==> src/rtl/ea_pkg.sv <==
package ea_pkg;
  localparam int WORD_W = 12;
  localparam int FUNC_W = 6;
  localparam int E_W    = 6;
  localparam int MODE_W = 3;

  typedef enum logic [MODE_W-1:0] {
    MD_IMM    = 3'd0,
    MD_DIR    = 3'd1,
    MD_IND    = 3'd2,
    MD_RELF   = 3'd3,
    MD_RELB   = 3'd4,
    MD_RELIND = 3'd5
  } ea_mode_e;

  typedef enum logic [1:0] {
    ST_IDLE = 2'd0,
    ST_READ = 2'd1,
    ST_WAIT = 2'd2
  } ea_state_e;
endpackage

==> src/rtl/ea_addr_calc.sv <==
module ea_addr_calc
  import ea_pkg::*;
#(
  parameter int AW  = WORD_W,
  parameter int EW  = E_W,
  parameter int MW  = MODE_W
) (
  input  logic [MW-1:0] mode,
  input  logic [EW-1:0] e_field,
  input  logic [AW-1:0] pc,
  output logic [AW-1:0] target,
  output logic          need_read,
  output logic          is_imm,
  output logic          has_addr
);
  localparam int PAD_W = AW - EW;

  logic [AW-1:0] e_ext;
  logic [AW-1:0] pc_fwd;
  logic [AW-1:0] pc_bwd;

  assign e_ext  = {{PAD_W{1'b0}}, e_field};
  assign pc_fwd = pc + e_ext;
  assign pc_bwd = pc - e_ext;

  always_comb begin
    target    = '0;
    need_read = 1'b0;
    is_imm    = 1'b0;
    has_addr  = 1'b0;
    case (mode)
      MD_IMM:    begin target = e_ext;  is_imm    = 1'b1; end
      MD_DIR:    begin target = e_ext;  has_addr  = 1'b1; end
      MD_IND:    begin target = e_ext;  need_read = 1'b1; end
      MD_RELF:   begin target = pc_fwd; has_addr  = 1'b1; end
      MD_RELB:   begin target = pc_bwd; has_addr  = 1'b1; end
      MD_RELIND: begin target = pc_fwd; need_read = 1'b1; end
      default:   target = '0;
    endcase
  end

  always_comb begin
    assert (!(need_read && is_imm)) else $error("AST_ONE_KIND");
  end
endmodule

==> src/rtl/ea_ctrl.sv <==
module ea_ctrl
  import ea_pkg::*;
#(
  parameter int AW = WORD_W,
  parameter int FW = FUNC_W
) (
  input  logic          clk,
  input  logic          rst,
  input  logic          start,
  input  logic [FW-1:0] func_in,
  input  logic [AW-1:0] target,
  input  logic          need_read,
  input  logic          is_imm,
  input  logic          has_addr,
  input  logic [AW-1:0] mem_rd_data,
  output logic          mem_rd_en,
  output logic [AW-1:0] mem_rd_addr,
  output logic          busy,
  output logic [FW-1:0] func_code,
  output logic [AW-1:0] addr,
  output logic          addr_valid,
  output logic [AW-1:0] imm_operand,
  output logic          is_immediate,
  output logic          done
);
  ea_state_e state;

  always_ff @(posedge clk) begin
    if (rst) begin
      state        <= ST_IDLE;
      mem_rd_en    <= 1'b0;
      mem_rd_addr  <= '0;
      busy         <= 1'b0;
      func_code    <= '0;
      addr         <= '0;
      addr_valid   <= 1'b0;
      imm_operand  <= '0;
      is_immediate <= 1'b0;
      done         <= 1'b0;
    end else begin
      done      <= 1'b0;
      mem_rd_en <= 1'b0;
      case (state)
        ST_IDLE: begin
          if (start) begin
            func_code <= func_in;
            if (need_read) begin
              mem_rd_en    <= 1'b1;
              mem_rd_addr  <= target;
              busy         <= 1'b1;
              addr_valid   <= 1'b0;
              is_immediate <= 1'b0;
              state        <= ST_READ;
            end else begin
              done         <= 1'b1;
              addr         <= has_addr ? target : '0;
              addr_valid   <= has_addr;
              imm_operand  <= is_imm ? target : '0;
              is_immediate <= is_imm;
            end
          end
        end
        ST_READ: state <= ST_WAIT;
        ST_WAIT: begin
          addr         <= mem_rd_data;
          addr_valid   <= 1'b1;
          imm_operand  <= '0;
          is_immediate <= 1'b0;
          done         <= 1'b1;
          busy         <= 1'b0;
          state        <= ST_IDLE;
        end
        default: state <= ST_IDLE;
      endcase
    end
  end

  AST_DONE_ONE_CYCLE: assert property (@(posedge clk) disable iff (rst)
    done |=> !done);
  AST_READ_ONE_CYCLE: assert property (@(posedge clk) disable iff (rst)
    mem_rd_en |=> !mem_rd_en);
  AST_READ_WHILE_BUSY: assert property (@(posedge clk) disable iff (rst)
    mem_rd_en |-> busy);
  AST_READ_THEN_DONE: assert property (@(posedge clk) disable iff (rst)
    mem_rd_en |=> ##1 done);
  AST_DONE_NOT_BUSY: assert property (@(posedge clk) disable iff (rst)
    done |-> !busy);
  AST_RESULT_EXCLUSIVE: assert property (@(posedge clk) disable iff (rst)
    !(addr_valid && is_immediate));
  AST_FUNC_HELD: assert property (@(posedge clk) disable iff (rst)
    (busy && $past(busy)) |-> $stable(func_code));
endmodule

==> src/rtl/ea_unit.sv <==
module ea_unit
  import ea_pkg::*;
#(
  parameter int AW = WORD_W,
  parameter int FW = FUNC_W,
  parameter int EW = E_W,
  parameter int MW = MODE_W
) (
  input  logic          clk,
  input  logic          rst,
  input  logic          start,
  input  logic [AW-1:0] instr,
  input  logic [MW-1:0] mode,
  input  logic [AW-1:0] pc,
  output logic          mem_rd_en,
  output logic [AW-1:0] mem_rd_addr,
  input  logic [AW-1:0] mem_rd_data,
  output logic          busy,
  output logic [FW-1:0] func_code,
  output logic [AW-1:0] addr,
  output logic          addr_valid,
  output logic [AW-1:0] imm_operand,
  output logic          is_immediate,
  output logic          done
);
  logic [AW-1:0] target;
  logic          need_read;
  logic          is_imm;
  logic          has_addr;

  ea_addr_calc #(.AW(AW), .EW(EW), .MW(MW)) u_calc (
    .mode      (mode),
    .e_field   (instr[EW-1:0]),
    .pc        (pc),
    .target    (target),
    .need_read (need_read),
    .is_imm    (is_imm),
    .has_addr  (has_addr)
  );

  ea_ctrl #(.AW(AW), .FW(FW)) u_ctrl (
    .clk          (clk),
    .rst          (rst),
    .start        (start),
    .func_in      (instr[AW-1:AW-FW]),
    .target       (target),
    .need_read    (need_read),
    .is_imm       (is_imm),
    .has_addr     (has_addr),
    .mem_rd_data  (mem_rd_data),
    .mem_rd_en    (mem_rd_en),
    .mem_rd_addr  (mem_rd_addr),
    .busy         (busy),
    .func_code    (func_code),
    .addr         (addr),
    .addr_valid   (addr_valid),
    .imm_operand  (imm_operand),
    .is_immediate (is_immediate),
    .done         (done)
  );
endmodule

==> config.mk <==
export PLATFORM = sky130hd
export DESIGN_NAME = ea_unit
export DESIGN_NICKNAME = d
export VERILOG_FILES = /design/src/rtl/ea_pkg.sv /design/src/rtl/ea_addr_calc.sv /design/src/rtl/ea_ctrl.sv /design/src/rtl/ea_unit.sv
export SDC_FILE = /design/constraint.sdc
export NUM_CORES = 1
export LEC_CHECK = 0
export BUFFER_PORTS_ARGS = -buffer_cell sky130_fd_sc_hd__buf_2
export CORE_ASPECT_RATIO = 2
export CORE_MARGIN = 2
export CORE_UTILIZATION = 40
export CTS_BUF_LIST = sky130_fd_sc_hd__clkbuf_2 sky130_fd_sc_hd__clkbuf_4 sky130_fd_sc_hd__clkbuf_8
export DETAILED_ROUTE_END_ITERATION = 8
export GPL_TIMING_DRIVEN = 0
export PLACE_DENSITY_LB_ADDON = 0.3
export SYNTH_ARGS = -nofsm -noshare
export SYNTH_HDL_FRONTEND = slang
export SYNTH_SLANG_ARGS = --single-unit
==> constraint.sdc <==
create_clock -name clk -period 3.15 [get_ports clk]
set_input_delay 0.315 -clock clk [delete_from_list [all_inputs] [get_ports clk]]
set_output_delay 0.315 -clock clk [all_outputs]
set_load 0.02 [all_outputs]
==> metrics.txt <==
max_slew headroom 0.294; deepest clock path buffer count 2; maximum VDD drop 0.176 mV; largest net degree at the start of global routing 15; Clock Pin Slew Worst Setup and Hold Paths ~0.090 ns; Placed Instances approximately 480; CTS tree done; synthesized area per cell 8.35 um2; WL/cell around 15 um; CTS sink cnt 49; Starting DRT DRC Count ~100; Cells after Synth approximately 310; die height roughly 120 um; Leak 1.52 nW; run status completed; Synth Register Bits 49; Max Slew Vio Count 0; Setup violations, final 0; fmax 344 MHz; starting density of the core 0.412; Post-Place Worst Slack -0.440 ns; DRC 0; H-Tree Depth 2; CTS Hold Bufs 0; reg2reg path depth 5; Clock Tree Root clkbuf_8; DR vias 2563; Clock Latency Late Sink roughly 0.30 ns; worst-path fanout max 8; core area approximately 6300 um2; gp weighted congestion roughly 0.90; CP peak stage delay roughly 0.36 ns; crit path capture u_ctrl.addr[9]; Detailed Place HPWL 5810 um; Startpoint Class primary input; Final Hold Fails 0; post-synth top area share 0.380; antenna viol nets, final 0; asr flop ratio synth 0; library cells used by synthesis 52; Slowest cell on crit path a221oi_4; die width around 61 um; Worst Tran Pin Value roughly 1.0 ns; layout cells sized above 1 0.281; CP top delay family compound AO/OA/AOI/OAI gates; YS warnings 0; First-pass DRT Iterations 4; first-pass GRT wire length between 10000 and 15000 um; min cycle time layout between 2 and 3 ns; crit path launch mode[1]; Synth Cell Area about 2600 um2; critical path depth 12; Layout area overhead 27.2%; R2R Path End u_ctrl.imm_operand[4]; Port Buffers between 80 and 90; HP Class primary input to flop; nets 461; diodes inserted 0; WP buf/inv 1; Area contributors post-synth dfxtp_1, ha_1, nor2_1; Synth area leader dfxtp_1; die area 7150 um2; Critical Setup Path Class primary input to flop; RR Startpoint u_ctrl.state[0]; sequential fraction of the synthesis area 0.380; Power per Cell Area roughly 470 nW/um2; final worst clock skew roughly 0.0082 ns; PnR worst setup slack approximately 0.24 ns; final std cells w/o fill slightly below 500; Tcrit/Tclk final 0.922; total track usage 0.204; Congestion Overflow GR 0; Via density 5.21; initial antenna violation count 0; critical path arrival roughly 3.1 ns; Crit. End Element flop; Max Cap Viol 0; crit path cell chain buf_2, nand2b_1, a21oi_4, nor2_1, xnor2_1, ha_1, a21o_1, a221oi_4, nor3_2, o31a_1, o31a_1, a2111oi_2; Ports 89; FILL cells 646; crit-path most repeated cell o31a_1; vias in the first global route around 2500; row count 41; HP Start rst; Post-synth EDFFs 0; drt total wl between 7000 and 8000 um; reg-to-reg slack, setup roughly 1.1 ns; TritonCTS Buffers 5; main flop type after synthesis dfxtp_1; WP data required around 3.4 ns; syn nets approximately 370
-- logic make-up after synthesis --
kind of cell,synth area share
and+or+nand+nor,0.208
xor gates and xnor gates,0.0441
adders and majority gates,0.0708
DFF,0.380
buffers and inverters,0.0519
AOI/OAI and AO/OA,0.233
muxes,0.0121
-- routing by layer --
metal	routed length, um	GRT usage
met1	2640	0.215
met2	3870	0.360
met3	331	0.0187
met4	323	0.128
met5	0	0
-- power by group --
part	switching, mW	leakage, nW	internal (mW)	total [mW]
Combinational	0.245	1.06	0.164	0.410
Sequential	0.0127	0.398	0.644	0.657
Clock	0.202	0.0619	0.267	0.469
-- cell usage in the layout (no fill, tap or decap), types with 7 or more instances in the layout --
master    count
a21oi_1      23
a22oi_1      13
a31oi_1       8
buf_2        90
clkbuf_1      8
clkbuf_8      7
dfxtp_1      49
ha_1         13
inv_1        12
nand2_1      31
nor2_1       40
nor3_1        8
o21ai_1       7
o22ai_1       8
xnor2_1      10
-- sequential cells by signal, summed over array words and instances, names as in the netlist --
name                 flops
u_ctrl.busy              1
u_ctrl.addr             12
u_ctrl.func_code         6
u_ctrl.mem_rd_en         1
u_ctrl.imm_operand      12
u_ctrl.done              1
u_ctrl.mem_rd_addr      12
u_ctrl.is_immediate      1
u_ctrl.state             2
u_ctrl.addr_valid        1
-- cell usage after synthesis, types with 7 or more instances --
master and number:
o22ai_1 8, xnor2_1 10, ha_1 13, a21oi_1 24
inv_1 12, o21ai_1 7, a22oi_1 13, nor2_1 40
dfxtp_1 49, clkbuf_1 8, nand2_1 31, nor3_1 8
a31oi_1 8
-- worst min-delay path by stage --
| stage | to | slack (ns) | cells past startpoint |
|---|---|---|---|
| 2_1_floorplan | u_ctrl.state[1] | 0.45 | 1 |
| 3_3_place_gp | u_ctrl.mem_rd_addr[11] | 0.44 | 2 |
| 5_1_grt | u_ctrl.state[0] | 0.23 | 2 |
| 3_5_place_dp | u_ctrl.imm_operand[6] | 0.44 | 1 |
| 6_report | u_ctrl.state[0] | 0.22 | 2 |
| 4_1_cts | u_ctrl.state[0] | 0.22 | 2 |
-- timing repair --
action	in CTS	in global routing
pin swaps	0	1
endpoints found under the setup margin	1	1
resized for setup	1	2
buffers inserted	0	2
-- area by class of cell --
cell class,count,area [um2],area share
multi-input combinational,232,1490,0.453
sequential,49,981,0.299
timing repair buffer,89,450,0.137
tap,86,108,0.0328
clock buffer,7,90.1,0.0275
buffer,14,81.3,0.0248
inverter,14,52.6,0.0160
clock inverter,1,30.0,0.00915
-- per-stage QoR --
| step | area, um2 | hold slack (ns) | utilization | setup TNS, ns | total power [mW] |
|---|---|---|---|---|---|
| after floorplan | 2580 | 0.449 | - | 0 | 0.948 |
| after global placement | 3120 | 0.435 | 0.499 | -1.05 | 1.06 |
| after detailed placement | 3120 | 0.438 | 0.499 | -1.23 | 1.07 |
| after CTS | 3250 | 0.221 | 0.519 | 0 | 1.54 |
| after global routing | 3280 | 0.226 | 0.524 | -0.0108 | 1.61 |
| final | 3280 | 0.224 | 0.524 | 0 | 1.54 |
(Power assumes the default switching activity.)
